$ cat config.mk
export PLATFORM = sky130hd
export DESIGN_NAME = colPeakFinder
export DESIGN_NICKNAME = d
export VERILOG_FILES = /design/src/rtl/colpk_pkg.sv /design/src/rtl/colPeakCtrl.sv /design/src/rtl/colPeakData.sv /design/src/rtl/colPeakFinder.sv
export SDC_FILE = /design/constraint.sdc
export NUM_CORES = 1
export LEC_CHECK = 0
export ABC_AREA = 1
export BUFFER_PORTS_ARGS = -buffer_cell sky130_fd_sc_hd__buf_2
export CAP_MARGIN = 20
export CORE_ASPECT_RATIO = 1.5
export CORE_MARGIN = 2
export CORE_UTILIZATION = 30
export CTS_CLUSTER_SIZE = 25
export DETAILED_ROUTE_END_ITERATION = 10
export SYNTH_ARGS = -nofsm -noshare
export SYNTH_HDL_FRONTEND = slang
export SYNTH_SLANG_ARGS = --single-unit
$ cat constraint.sdc
create_clock -name clk -period 4 [get_ports clk]
set_input_delay 0.4 -clock clk [delete_from_list [all_inputs] [get_ports clk]]
set_output_delay 0.4 -clock clk [all_outputs]
set_load 0.1 [all_outputs]
$ cat src/rtl/colpk_pkg.sv
package colpk_pkg;

  // Control phases of the locator.
  typedef enum logic [1:0] {
    ST_ACCEPT = 2'd0,
    ST_DRAIN  = 2'd1,
    ST_SCAN   = 2'd2,
    ST_FINISH = 2'd3
  } phase_e;

  // Strobes from control to datapath.
  typedef struct packed {
    logic acceptEn;   // pixel stream may update the histogram
    logic scanRd;     // histogram read for the peak scan
    logic scanFirst;  // first scan address
    logic scanLast;   // final scan address
  } strb_t;

endpackage

$ cat src/rtl/colPeakCtrl.sv
module colPeakCtrl
  import colpk_pkg::*;
#(
  parameter int COLS   = 16,
  parameter int COL_AW = 4
) (
  input  logic              clk,
  input  logic              rstN,
  input  logic              frameEnd,
  output strb_t             strb,
  output logic [COL_AW-1:0] scanAddr
);

  localparam logic [COL_AW-1:0] LAST_ADDR = COL_AW'(COLS - 1);

  phase_e            state;
  logic [COL_AW-1:0] scanCnt;

  always_ff @(posedge clk) begin
    if (!rstN) begin
      state   <= ST_ACCEPT;
      scanCnt <= '0;
    end else begin
      case (state)
        ST_ACCEPT: if (frameEnd) state <= ST_DRAIN;
        ST_DRAIN: begin
          state   <= ST_SCAN;
          scanCnt <= '0;
        end
        ST_SCAN: begin
          if (scanCnt == LAST_ADDR) state <= ST_FINISH;
          else scanCnt <= scanCnt + 1'b1;
        end
        default: state <= ST_ACCEPT;
      endcase
    end
  end

  always_comb begin
    strb.acceptEn  = (state == ST_ACCEPT);
    strb.scanRd    = (state == ST_SCAN);
    strb.scanFirst = (state == ST_SCAN) && (scanCnt == '0);
    strb.scanLast  = (state == ST_SCAN) && (scanCnt == LAST_ADDR);
    scanAddr       = scanCnt;
  end

  AST_SCAN_ENDS: assert property (@(posedge clk) disable iff (!rstN)
    strb.scanLast |=> !strb.scanRd);
  AST_FRAME_BLOCKS: assert property (@(posedge clk) disable iff (!rstN)
    (strb.acceptEn && frameEnd) |=> !strb.acceptEn);

endmodule

$ cat src/rtl/colPeakData.sv
module colPeakData
  import colpk_pkg::*;
#(
  parameter int COLS   = 16,
  parameter int COL_AW = 4,
  parameter int X_W    = 5,
  parameter int Y_W    = 5,
  parameter int CNT_W  = 4
) (
  input  logic              clk,
  input  logic              rstN,
  input  strb_t             strb,
  input  logic [COL_AW-1:0] scanAddr,
  input  logic              pixValid,
  input  logic              pixEdge,
  input  logic [X_W-1:0]    pixX,
  input  logic [Y_W-1:0]    pixY,
  output logic [COL_AW-1:0] peakCol,
  output logic [CNT_W-1:0]  peakCount,
  output logic              peakDone
);

  localparam int               DEPTH   = 1 << COL_AW;
  localparam logic [CNT_W-1:0] CNT_MAX = '1;

  logic [CNT_W-1:0]  histMem [DEPTH];
  logic [CNT_W-1:0]  rdData;
  logic [COL_AW-1:0] rdAddr;
  logic              takePix;

  // Update pipeline stage (pixel waiting for its read data).
  logic              s2Valid, s2Edge, s2First;
  logic [COL_AW-1:0] s2Col;
  // Most recent write, kept for forwarding.
  logic              lastWrValid;
  logic [COL_AW-1:0] lastWrCol;
  logic [CNT_W-1:0]  lastWrData;
  logic [CNT_W-1:0]  baseVal, newVal;

  // Scan compare stage.
  logic              cmpValid, cmpFirst, cmpLast;
  logic [COL_AW-1:0] cmpIdx;
  logic [COL_AW-1:0] bestCol, candCol;
  logic [CNT_W-1:0]  bestCnt, candCnt;
  logic              takeCand;

  assign takePix = strb.acceptEn && pixValid && (int'(pixX) < COLS);
  assign rdAddr  = strb.scanRd ? scanAddr : pixX[COL_AW-1:0];

  // Single synchronous read port, shared by update and scan.
  always_ff @(posedge clk) begin
    rdData <= histMem[rdAddr];
  end

  always_ff @(posedge clk) begin
    if (!rstN) begin
      s2Valid <= 1'b0;
      s2Edge  <= 1'b0;
      s2First <= 1'b0;
      s2Col   <= '0;
    end else begin
      s2Valid <= takePix;
      s2Edge  <= pixEdge;
      s2First <= (pixY == '0);
      s2Col   <= pixX[COL_AW-1:0];
    end
  end

  // Forward the previous write when it hits the same column.
  always_comb begin
    if (lastWrValid && (lastWrCol == s2Col)) baseVal = lastWrData;
    else baseVal = rdData;
    if (s2First) newVal = {{(CNT_W-1){1'b0}}, s2Edge};
    else if (s2Edge && (baseVal != CNT_MAX)) newVal = baseVal + 1'b1;
    else newVal = baseVal;
  end

  always_ff @(posedge clk) begin
    if (s2Valid) histMem[s2Col] <= newVal;
  end

  always_ff @(posedge clk) begin
    if (!rstN) begin
      lastWrValid <= 1'b0;
      lastWrCol   <= '0;
      lastWrData  <= '0;
    end else begin
      lastWrValid <= s2Valid;
      lastWrCol   <= s2Col;
      lastWrData  <= newVal;
    end
  end

  // Peak scan: strict greater-than keeps the lowest index on ties.
  always_ff @(posedge clk) begin
    if (!rstN) begin
      cmpValid <= 1'b0;
      cmpFirst <= 1'b0;
      cmpLast  <= 1'b0;
      cmpIdx   <= '0;
    end else begin
      cmpValid <= strb.scanRd;
      cmpFirst <= strb.scanFirst;
      cmpLast  <= strb.scanLast;
      cmpIdx   <= scanAddr;
    end
  end

  always_comb begin
    takeCand = cmpFirst || (rdData > bestCnt);
    candCol  = takeCand ? cmpIdx : bestCol;
    candCnt  = takeCand ? rdData : bestCnt;
  end

  always_ff @(posedge clk) begin
    if (!rstN) begin
      bestCol   <= '0;
      bestCnt   <= '0;
      peakCol   <= '0;
      peakCount <= '0;
      peakDone  <= 1'b0;
    end else begin
      peakDone <= 1'b0;
      if (cmpValid) begin
        bestCol <= candCol;
        bestCnt <= candCnt;
        if (cmpLast) begin
          peakCol   <= candCol;
          peakCount <= candCnt;
          peakDone  <= 1'b1;
        end
      end
    end
  end

  AST_NO_OVERFLOW: assert property (@(posedge clk) disable iff (!rstN)
    (s2Valid && !s2First) |-> (newVal >= baseVal));
  AST_FWD_KEEPS: assert property (@(posedge clk) disable iff (!rstN)
    (s2Valid && !s2First && lastWrValid && (lastWrCol == s2Col)) |-> (newVal >= lastWrData));
  AST_SCAN_ALONE: assert property (@(posedge clk) disable iff (!rstN)
    cmpValid |-> !s2Valid);
  AST_DONE_PULSE: assert property (@(posedge clk) disable iff (!rstN)
    peakDone |=> !peakDone);
  AST_RESULT_HOLD: assert property (@(posedge clk) disable iff (!rstN)
    !peakDone |-> ($stable(peakCol) && $stable(peakCount)));

endmodule

$ cat src/rtl/colPeakFinder.sv
module colPeakFinder
  import colpk_pkg::*;
#(
  parameter int COLS  = 16,
  parameter int X_W   = 5,
  parameter int Y_W   = 5,
  parameter int CNT_W = 4
) (
  input  logic                     clk,
  input  logic                     rstN,
  input  logic                     pixValid,
  input  logic                     pixEdge,
  input  logic [X_W-1:0]           pixX,
  input  logic [Y_W-1:0]           pixY,
  input  logic                     frameEnd,
  output logic [$clog2(COLS)-1:0]  peakCol,
  output logic [CNT_W-1:0]         peakCount,
  output logic                     peakDone
);

  localparam int COL_AW = $clog2(COLS);

  strb_t             strb;
  logic [COL_AW-1:0] scanAddr;

  colPeakCtrl #(.COLS(COLS), .COL_AW(COL_AW)) uCtrl (
    .clk(clk), .rstN(rstN), .frameEnd(frameEnd),
    .strb(strb), .scanAddr(scanAddr)
  );

  colPeakData #(.COLS(COLS), .COL_AW(COL_AW), .X_W(X_W), .Y_W(Y_W), .CNT_W(CNT_W)) uData (
    .clk(clk), .rstN(rstN), .strb(strb), .scanAddr(scanAddr),
    .pixValid(pixValid), .pixEdge(pixEdge), .pixX(pixX), .pixY(pixY),
    .peakCol(peakCol), .peakCount(peakCount), .peakDone(peakDone)
  );

endmodule

[Yosys cells after proc, flatten, opt, wreduce, memory -nomap -nowiden]
Memories as Yosys holds them, arrays and structs flattened. A register that Yosys moved wholly into a read port is not among the register bits.
Index checks and enable logic that the tools add are counted.
Word-level totals
  flip-flop bits (word level): 46
  RAM bits: 64
  word-level logic and storage cells: 60
  output and inout port bits: 9
  memories kept: 1
Operators by class
  muxes and demuxes: 14
  reduce and logical (&&, ||, !) cells: 15
  $add $sub $neg: 2
  $lt $le $gt $ge: 2
  eq/ne operators: 8
Memories
  uData.histMem: depth 16, width 4, read ports 1, clocked after Yosys merged registers in 1, wr ports 1, line colPeakData.sv:26  | logic [CNT_W-1:0] histMem [DEPTH];
Operator list (number)
  two-way mux 4 bit: 7
  adder 4 x 1 -> 4 bit (second input constant): 2
  one-hot mux 4 bit (2 select lines): 1
  AND reduction 2 bit: 4
  logical AND 1 bit: 6
  inequality test 2 bit (second input constant): 3
  one-hot mux 2 bit (3 select lines): 1
  logical NOT 5 bit: 1
  less-than comparator 5 bit (second input constant): 1
  equality test 4 bit: 1
  equality test 4 bit (second input constant): 1
  > comparator 4 bit: 1
  logical NOT 4 bit: 1
  two-way mux 2 bit: 2
  inequality test 4 bit (second input constant): 1
  two-way mux 1 bit: 3
  equality test 2 x 1 -> 1 bit (second input constant): 1
  equality test 2 bit (second input constant): 1
  logical NOT 2 bit: 1
  nonzero test 2 bit: 1
  logical OR 1 bit: 1

[Longest topological paths before layout]
Gate-level depths: netlist (run 1).
  depth in word-level cells: 7
  mapped depth: 14
  mapped depth without buffers: 14

[By module]
From an unflattened synthesis (run 1), not the netlist that was laid out.
Unflattened totals
  cell total of the unflattened synthesis: 564
  area total of the unflattened synthesis: 5079.9 um2
Modules (own cells, without submodules)
  colPeakData: cells each 509, area an instance 4673.2 um2, instances 1
  colPeakCtrl: cells each 55, area an instance 406.6 um2, instances 1

[Least setup slack after synthesis (run 1)]
Ideal clock, no wire load.
  path kind: register -> register
  start point: register uData.s2Col[0]
  end point: memory uData.histMem[0][1] (data pin)
  setup slack: 1905 ps
  data required time: 3723 ps
  data arrival time: 1818 ps
  stages on the path, launching flop included: 14
  cells stage by stage: dfxtp_1 -> inv_2 -> nand2_4 -> nand2_4 -> nor2_8 -> nand3_4 -> nand2_1 -> nand2_1 -> ha_1 -> nand3_2 -> nand2_1 -> nand3_1 -> nand2_1 -> nor2_1
On the way
  word-level cells in the longest chain between the ends: 7
  elaborated cells on any way between the ends: 8
  classes of those cells: add/sub (1); eq/ne (2); mux (3); reduce/logical (2)
RTL lines
  start: declaration: line colPeakData.sv:33  | logic [COL_AW-1:0] s2Col;
  start signal: assignment: line colPeakData.sv:65  | s2Col <= pixX[COL_AW-1:0];
  equality test 4 bit *: line colPeakData.sv:71  | if (lastWrValid && (lastWrCol == s2Col)) baseVal = lastWrData;
  logical AND 1 bit *: line colPeakData.sv:71
  two-way mux 4 bit *: line colPeakData.sv:71
  branches (longest 2 deep; another with adder 4 x 1 -> 4 bit)
  two-way mux 4 bit *: line colPeakData.sv:74  | else if (s2Edge && (baseVal != CNT_MAX)) newVal = baseVal + 1'b1;
  two-way mux 4 bit *: line colPeakData.sv:73  | if (s2First) newVal = {{(CNT_W-1){1'b0}}, s2Edge};
  net uData.newVal[1]: line colPeakData.sv:38  | logic [CNT_W-1:0] baseVal, newVal;
  end: declaration: line colPeakData.sv:26
Mark *: on every way through the listed nets, which the timed path passes.

[Final worst setup path (run 1)]
  start point: register uData.s2Col[0]
  end point: memory uData.histMem[12][1] (data pin)
The elaborated chain is that of the path after synthesis.

==> impl_metrics.yaml, run 1 <==
drt:
  antenna_left: 0
  via_count: 3565
  drtIter0Drc: 225
  vias_per_cell: 4.52
  drt-total-wl_um: 9970
  avgRoutedWirePerCell_um: 12.7
  drc_errors: 0
  dr.pass1.iters: 4
outcome:
  status: "complete, no violations"
setup_path:
  path_depth: 13
  cp_top_family: "simple AND/OR/NAND/NOR gates"
  rr_startpoint: "uData.s2Col[0]"
  cp_common_cell: "nand2_1"
  cp_slowest_stage_delay_ns: 0.75
  crit_slowest_cell: "nor2_1"
  r2r_cells: 13
  regToRegEndpoint: "uData.histMem[12][1]"
  cp_num_buf_inv: 1
  cp-end-kind: "flop"
  path_class: "flop to flop"
  crit_path_end: "uData.histMem[12][1]"
  start_kind: "flop"
  crit_fanout: 16
  crit_path_start: "uData.s2Col[0]"
  cp_cell_sequence: "inv_2 > nand2_4 > nand2_4 > nor2_8 > nand3_4 > nand2_1 > nand2_1 > ha_1 > nand3_2 > nand2_1 > nand3_1 > nand2_1 > nor2_1"
  rrSetupSlack_ns: 1.30
  arrival_ns: 2.77
  crit_required_ns: 4.07
grt:
  grt_pass1_wl_um: 15800
  grt_pass1_vias: 3527
  grt-ovfl-total: 0
  grt_max_degree: 30
  grt_antenna_before_repair: 0
  grt_use_total_pct: 11.7
logic_synthesis:
  synth_area_leaders: "edfxtp_1 (38%), dfxtp_1 (20%), inv_1 (8.1%), nand2_1 (5.7%), o21ai_0 (4.4%)"
  synth_top_area_share_pct: 38.1
  yosys-top-cells-count: "inv_1 (109), nand2_1 (76), edfxtp_1 (64)"
  avgSynthCellArea_um2: 9.40
  synth_cells: 536
  synth_most_common_cell: "inv_1"
  synth_nets: 562
  synth_edf_count: 64
  yosys.cell_types.count: 37
  yosysSeqAreaShare_pct: 58.0
  ys.flop_type: "edfxtp_1"
  synth.cell_area_mm2: 0.00504
  synthArstFlopShare_pct: 0
  yosys_register_bits: 114
  yosysWarnings: 0
  synth_top_area_cell: "edfxtp_1"
pwr:
  ir_drop_uv: 337
  leakage_nw: 2.57
  p_per_area_mw_per_mm2: 658
place:
  placement.io_buffers: 23
  dpl_cell_area_mm2: 0.00536
  gp_congestion: 0.821
  dpl.hpwl_um: 7170
sta:
  skew_ns: 0.00721
  tns_ns: 0
  period_share_pct: 67.6
  setup_viol: 0
  rsz0062_at_grt: "no"
  hold_viol: 0
  slew_headroom_pct: 34.3
  layout_min_cycle_time_ns: 2.70
  tightestPinTransition_ns: 0.982
  finalMaxSlewViolations: 0
  fmax_mhz: 370
job:
  max_cap_violations: 0
layout:
  drive_gt1_share_pct: 15.7
  n_antenna_cell: 0
  area_growth_pct: 18.0
  largest_register: "uData.histMem"
  stdcell_area_mm2: 0.00595
  largest_reg_flops: 64
  layout.nets: 591
clocking:
  clock-root-buffer: "clkbuf_16"
  post-cts-setup-buffer-count: 0
  hold_buffers: 0
  insertion_delay_ns: 0.41
  cts-htree-levels: 4
  cts_tree: "done"
  cts-resized-gates: 0
  cts.sinks: 114
  cts_buffers: 17
  clockBufferDepth: 2
  clk_pin_slew_ns: 0.05
floorplanning:
  coreArea_mm2: 0.0166
  io_pins: 24
  initial_core_util_pct: 30.3
  design.die.area_mm2: 0.0179
  die_h_um: 163
  die_w_um: 110
  row_count: 58
min_path:
  hold_class: "input port to flop"
==> worst min path at each step <==
stage               cells after the start  slack [ns]              start         endpoint
detailed placement                      2        0.46  uCtrl.scanAddr[0]  uData.cmpIdx[0]
finish                                  2        0.17            pixY[1]    uData.s2First
global placement                        2        0.46  uCtrl.scanAddr[0]  uData.cmpIdx[0]
CTS                                     2        0.15            pixY[1]    uData.s2First
global route                            2        0.16            pixY[1]    uData.s2First
floorplan                               2        0.43  uCtrl.scanAddr[0]  uData.cmpIdx[0]
==> power breakdown <==
group | leakage, nW | switching, mW | internal, mW
Sequential | 0.985 | 0.0549 | 1.43
Combinational | 1.31 | 0.702 | 0.297
Clock | 0.270 | 0.515 | 0.910
Total | 2.57 | 1.27 | 2.64
==> area by class of cell <==
type                    count  area (um^2)
multi-input cells         289         1590
clock inverters            14          140
fillers                  1616        10700
flip-flops and latches    114         2920
clock buffers              18          429
inverters                 115          437
repair buffers             28          160
well taps                 210          263
==> logic make-up (layout without fill, tap and decap cells) <==
group / count (synthesis) / after routing / share of synthesized area (%)
AND/OR/NAND/NOR: 161 / 161 / 16.0
buffers and inverters: 133 / 175 / 10.5
AO/OA/AOI/OAI: 117 / 117 / 12.8
flip-flops: 114 / 114 / 58.0
adder cells (fa/ha/maj): 11 / 11 / 2.73
==> metal layers <==
metal	vias to the layer above	share of wire, %	track usage, %
met5	-	0	0
met4	0	5.1	8.46
met3	33	3.4	2.88
met2	73	53	21.5
met1	1637	38	10.9
li1	1822	-	-
==> per-stage QoR <==
stage / cells / hold WS (ns) / util (%) / worst slack (ns) / power, mW
4_1_cts: 787 / 0.147 / 35.7 / 1.30 / 3.94
3_3_place_gp: 755 / 0.459 / 32.3 / 1.43 / 2.48
3_5_place_dp: 755 / 0.462 / 32.3 / 1.31 / 2.51
6_report: 788 / 0.168 / 35.8 / 1.30 / 3.91
2_1_floorplan: 536 / 0.434 / - / 1.90 / 2.25
5_1_grt: 788 / 0.163 / 35.8 / 1.04 / 4.14
==> cell usage in the layout (no fill, tap or decap), types with 2 or more instances in the layout <==
cell type,n
clkinv_2,4
buf_4,4
nor2_2,3
clkinvlp_4,4
dfxtp_1,50
inv_2,5
ha_1,11
o21ai_1,9
inv_1,109
nand3_1,28
clkinv_4,2
nand2_4,4
nand2_2,8
nand2_1,76
bufinv_16,2
nor2_1,24
buf_2,23
a21oi_1,43
clkbuf_16,17
nand3_2,3
nand4_1,4
nor3_1,3
o211ai_1,12
inv_6,2
nor2_8,2
o221ai_1,2
edfxtp_1,64
o21ai_0,44
==> worst register-to-register path: stages, from the launching register on <==
cell	delay (ns)
dfxtp_1	0.41
inv_2	0.11
nand2_4	0.08
nand2_4	0.06
nor2_8	0.12
nand3_4	0.10
nand2_1	0.08
nand2_1	0.08
ha_1	0.25
nand3_2	0.10
nand2_1	0.08
nand3_1	0.08
nand2_1	0.07
nor2_1	0.75
Power figures use the tool's default switching activity.
==> inputs of run 2 (changes only) <==
Clock period 4 ns to 2.8 ns, I/O delays scaled along.
==> impl_metrics.yaml, run 2 (synthesis results as in run 1) <==
drt:
  dr.pass1.iters: 4
  drtIter0Drc: 261
  avgRoutedWirePerCell_um: 12.8
  vias_per_cell: 4.54
  via_count: 3579
  antenna_left: 0
  drt-total-wl_um: 10100
  drc_errors: 0
grt:
  grt-ovfl-total: 0
  grt_max_degree: 65
  grt_use_total_pct: 12.2
  grt_pass1_wl_um: 16500
  grt_pass1_vias: 3515
  grt_antenna_before_repair: 0
clocking:
  cts.sinks: 114
  cts_tree: "done"
  insertion_delay_ns: 0.41
  post-cts-setup-buffer-count: 0
  cts-htree-levels: 4
  clockBufferDepth: 2
  clock-root-buffer: "clkbuf_16"
  clk_pin_slew_ns: 0.05
  cts-resized-gates: 0
  hold_buffers: 0
  cts_buffers: 17
sta:
  slew_headroom_pct: 43.7
  hold_viol: 0
  skew_ns: 0.00719
  layout_min_cycle_time_ns: 2.37
  finalMaxSlewViolations: 0
  worst_slack_ns: 0.428
  setup_viol: 0
  timing.hold.ws_ns: 0.0303
  fmax_mhz: 422
  period_share_pct: 84.7
  tightestPinTransition_ns: 0.844
  tns_ns: 0
  rsz0062_at_grt: "no"
layout:
  final_common_cell: "inv_1"
  layout.nets: 593
  drive_gt1_share_pct: 15.5
  largest_reg_flops: 64
  final_cell_mix: "inv_1 (109), nand2_1 (76), edfxtp_1 (64)"
  largest_register: "uData.histMem"
  area_growth_pct: 17.7
  final_core_util_pct: 35.7
  n_antenna_cell: 0
place:
  dpl.hpwl_um: 7200
  gp_congestion: 0.795
  dp_slack_ns: 0.456
  placement.io_buffers: 23
floorplanning:
  row_count: 58
  io_pins: 24
  initial_core_util_pct: 30.3
  die_w_um: 110
  design.die.area_mm2: 0.0179
  coreArea_mm2: 0.0166
  die_h_um: 163
setup_path:
  crit_required_ns: 3.09
  crit_slowest_cell: "buf_4"
  start_kind: "flop"
  cp-end-kind: "flop"
  cp_top_family: "buffers and inverters"
  crit_path_start: "uCtrl.state[0]"
  rr_startpoint: "uCtrl.state[0]"
  rrSetupSlack_ns: 0.43
  crit_path_end: "uData.rdData[0]"
  cp_slowest_stage_delay_ns: 0.47
  path_class: "flop to flop"
  cp_common_cell: "nand2_1"
  crit_fanout: 64
  cp_num_buf_inv: 2
  path_depth: 10
  cp_cell_sequence: "inv_1 > ha_1 > nand2_1 > o21ai_4 > buf_4 > a21oi_1 > o21ai_0 > nand2_1 > o221ai_1 > nand2_1"
  r2r_cells: 10
  regToRegEndpoint: "uData.rdData[0]"
  arrival_ns: 2.66
pwr:
  leakage_nw: 2.57
  p_per_area_mw_per_mm2: 938
  power_mw: 5.56
  ir_drop_uv: 438
outcome:
  status: "complete, no violations"
min_path:
  hold_class: "input port to flop"
job:
  max_cap_violations: 0
run 2: cell count changes in the layout (fill, tap and decap cells not counted), sizes merged:
cell / before / now
clkinvlp: 4 / 3
clkbuf: 18 / 17
buf: 28 / 30
inv: 116 / 115
clkinv: 7 / 9
run 2: layout make-up:
class / instances / area, um^2
clock inverters: 14 / 123
fillers: 1610 / 10700
repair buffers: 30 / 168
well taps: 210 / 263
multi-input cells: 289 / 1590
flip-flops and latches: 114 / 2920
clock buffers: 17 / 425
inverters: 115 / 437
run 2: worst min path at each step:
stage	slack (ns)	end	start	cells after the start
5_1_grt	0.03	uData.s2Valid	pixX[4]	2
3_3_place_gp	0.45	uData.s2Valid	pixX[4]	2
3_5_place_dp	0.46	uData.s2Valid	pixX[4]	2
6_report	0.03	uData.s2Valid	pixX[4]	2
2_1_floorplan	0.36	uData.s2First	pixY[1]	1
4_1_cts	0.02	uData.s2Valid	pixX[4]	2
run 2: routing by layer:
layer | vias up | GRT usage [%] | share of wire (%)
li1 | 1831 | - | -
met1 | 1663 | 12.3 | 39
met2 | 66 | 22.2 | 54
met3 | 19 | 3.68 | 3.4
met4 | 0 | 5.70 | 2.9
met5 | - | 0 | 0
run 2: where the power goes:
group          total [mW]  internal, mW  switching [mW]
logic                1.45         0.435            1.02
registers            2.12          2.04          0.0785
clock network        1.99          1.28           0.711
run 2: worst reg2reg max path: cells and delay by family (launching register included):
| family | cells | cell delay [ns] |
|---|---|---|
| AOI/OAI and AO/OA | 4 | 0.59 |
| adders and majority gates | 1 | 0.40 |
| buffers and inverters | 2 | 0.57 |
| DFF | 1 | 0.33 |
| and+or+nand+nor | 3 | 0.35 |
run 2: metrics by stage:
step                      cell area, um^2  instances
final                                5930        789
after floorplan                      5040        536
after detailed placement             5380        758
after global placement               5380        758
after CTS                            5930        789
after global routing                 5930        789
==> inputs of run 3 (changes only) <==
Clock period 2.8 ns to 2.35 ns, I/O delays scaled along.
==> impl_metrics.yaml, run 3 (synthesis results as in run 1) <==
outcome:
  status: "complete, no violations"
sta:
  hold_viol: 0
  fmax_mhz: 460
  period_share_pct: 92.4
  skew_ns: 0.0107
  worst_slack_ns: 0.178
  tns_ns: 0
  rsz0062_at_grt: "no"
  finalMaxSlewViolations: 0
  tightestPinTransition_ns: 0.834
  setup_viol: 0
  timing.hold.ws_ns: 0.0180
  layout_min_cycle_time_ns: 2.17
  slew_headroom_pct: 44.3
drt:
  dr.pass1.iters: 5
  drtIter0Drc: 247
  avgRoutedWirePerCell_um: 13.0
  antenna_left: 0
  drt-total-wl_um: 10500
  via_count: 3623
  vias_per_cell: 4.52
  drc_errors: 0
layout:
  largest_register: "uData.histMem"
  final_common_cell: "inv_1"
  n_antenna_cell: 0
  drive_gt1_share_pct: 18.1
  area_growth_pct: 20.9
  final_cells: 802
  regArea_mm2: 0.00292
  fillCellCount: 1636
  largest_reg_flops: 64
  layout.nets: 605
  final_core_util_pct: 36.7
  multi_input_area_mm2: 0.00161
  stdcell_area_mm2: 0.00609
  final_cell_mix: "inv_1 (109), nand2_1 (75), edfxtp_1 (64)"
floorplanning:
  row_count: 58
  initial_core_util_pct: 30.3
  die_w_um: 110
  die_h_um: 163
  io_pins: 24
  design.die.area_mm2: 0.0179
  coreArea_mm2: 0.0166
clocking:
  cts.sinks: 114
  clock-root-buffer: "clkbuf_16"
  cts_buffers: 17
  clk_pin_slew_ns: 0.05
  clockBufferDepth: 2
  insertion_delay_ns: 0.41
  cts-htree-levels: 4
  cts_tree: "done"
setup_path:
  arrival_ns: 2.30
  rr_startpoint: "uData.s2Col[0]"
  start_kind: "flop"
  crit_fanout: 16
  r2r_cells: 13
  path_class: "flop to flop"
  cp-end-kind: "flop"
  regToRegEndpoint: "uData.histMem[4][1]"
  rrSetupSlack_ns: 0.18
  crit_required_ns: 2.48
pwr:
  leakage_nw: 2.64
  switching_power_mw: 2.23
  clkPwrFrac_pct: 35.9
  p_sw_share_pct: 32.7
  p_seq_share_pct: 37.1
  internal_power_mw: 4.59
  p_comb_share_pct: 27.0
  ir_drop_uv: 639
  p_per_area_mw_per_mm2: 1120
  power_mw: 6.81
job:
  max_cap_violations: 0
grt:
  grt_use_total_pct: 12.4
  grt-ovfl-total: 0
  grt_pass1_vias: 3528
  grt_antenna_before_repair: 0
  grt_max_degree: 65
  grt_pass1_wl_um: 16900
min_path:
  min_path_cells: 3
  whs_endpoint: "uData.s2Col[3]"
  hold_start: "pixX[3]"
  hold_class: "input port to flop"
place:
  dpl.cell_count: 768
  gp_congestion: 0.785
  dpl.hpwl_um: 7410
  dp_slack_ns: -0.343
  dpl_cell_area_mm2: 0.00548
  placement.io_buffers: 23
-- run 3: cell types whose count changed in the layout (fill, tap and decap cells not counted) --
cell,before,now
buf_4,7,15
clkinv_1,4,0
clkinv_4,0,3
buf_12,0,2
dlygate4sd3_1,0,2
clkbuf_1,0,1
clkinvlp_4,3,4
dfxtp_1,50,49
dfxtp_2,0,1
nand2_1,76,75
nand2_4,4,5
nor2_1,24,23
nor2_4,1,2
-- run 3: power by group through the flow --
stage,combinational (mW),sequential [mW],clock (mW)
6_report,1.84,2.53,2.44
5_1_grt,2.10,2.55,2.59
4_1_cts,1.86,2.53,2.49
3_5_place_dp,1.83,2.57,0
3_3_place_gp,1.77,2.57,0
2_1_floorplan,1.30,2.54,0
-- run 3: what timing repair did --
item,4_1_cts,5_1_grt
cloned,0,0
endpoints found under the hold margin,2,0
pin swaps,0,0
endpoints found under the setup margin,32,18
gates resized for setup,3,2
setup buffers,0,0
hold buffers,2,0
-- run 3: per-layer routing --
| metal | GRT usage [%] | vias to the layer above | part of all wire [%] |
|---|---|---|---|
| met4 | 4.83 | 0 | 1.3 |
| met5 | 0 | - | 0 |
| li1 | - | 1844 | - |
| met2 | 23.5 | 56 | 56 |
| met1 | 12.6 | 1712 | 40 |
| met3 | 3.00 | 11 | 2.7 |
-- run 3: layout make-up --
class                      instances  area share, %
tap                              210           4.31
clock inverter                    14           2.32
sequential                       114           48.0
inverter                         115           7.17
clock buffer                      18           7.05
timing repair buffer              42           4.72
multi-input combinational        289           26.4
-- run 3: worst max path at each step --
stage,from,end,slack [ns],depth (start not counted)
after global placement,uData.s2Col[0],uData.histMem[4][1],-0.19,13
final,uData.s2Col[0],uData.histMem[4][1],0.18,13
after global routing,uData.s2Col[0],uData.histMem[4][2],0.01,16
after floorplan,uData.s2Col[0],uData.histMem[0][1],0.25,13
after detailed placement,uData.s2Col[0],uData.histMem[4][1],-0.34,13
after CTS,uData.s2Col[0],uData.histMem[15][0],0.15,13
-- run 3: worst max-delay path: stages (launching register included) --
cell and delay [ns]:
dfxtp_1 0.38, inv_2 0.10, nand2_4 0.07, nand2_4 0.06
nor2_8 0.12, nand3_4 0.09, nand2_1 0.09, nand2_1 0.08
ha_1 0.23, nand3_2 0.09, nand2_1 0.07, buf_4 0.14
nor2_1 0.23, nor2_4 0.15
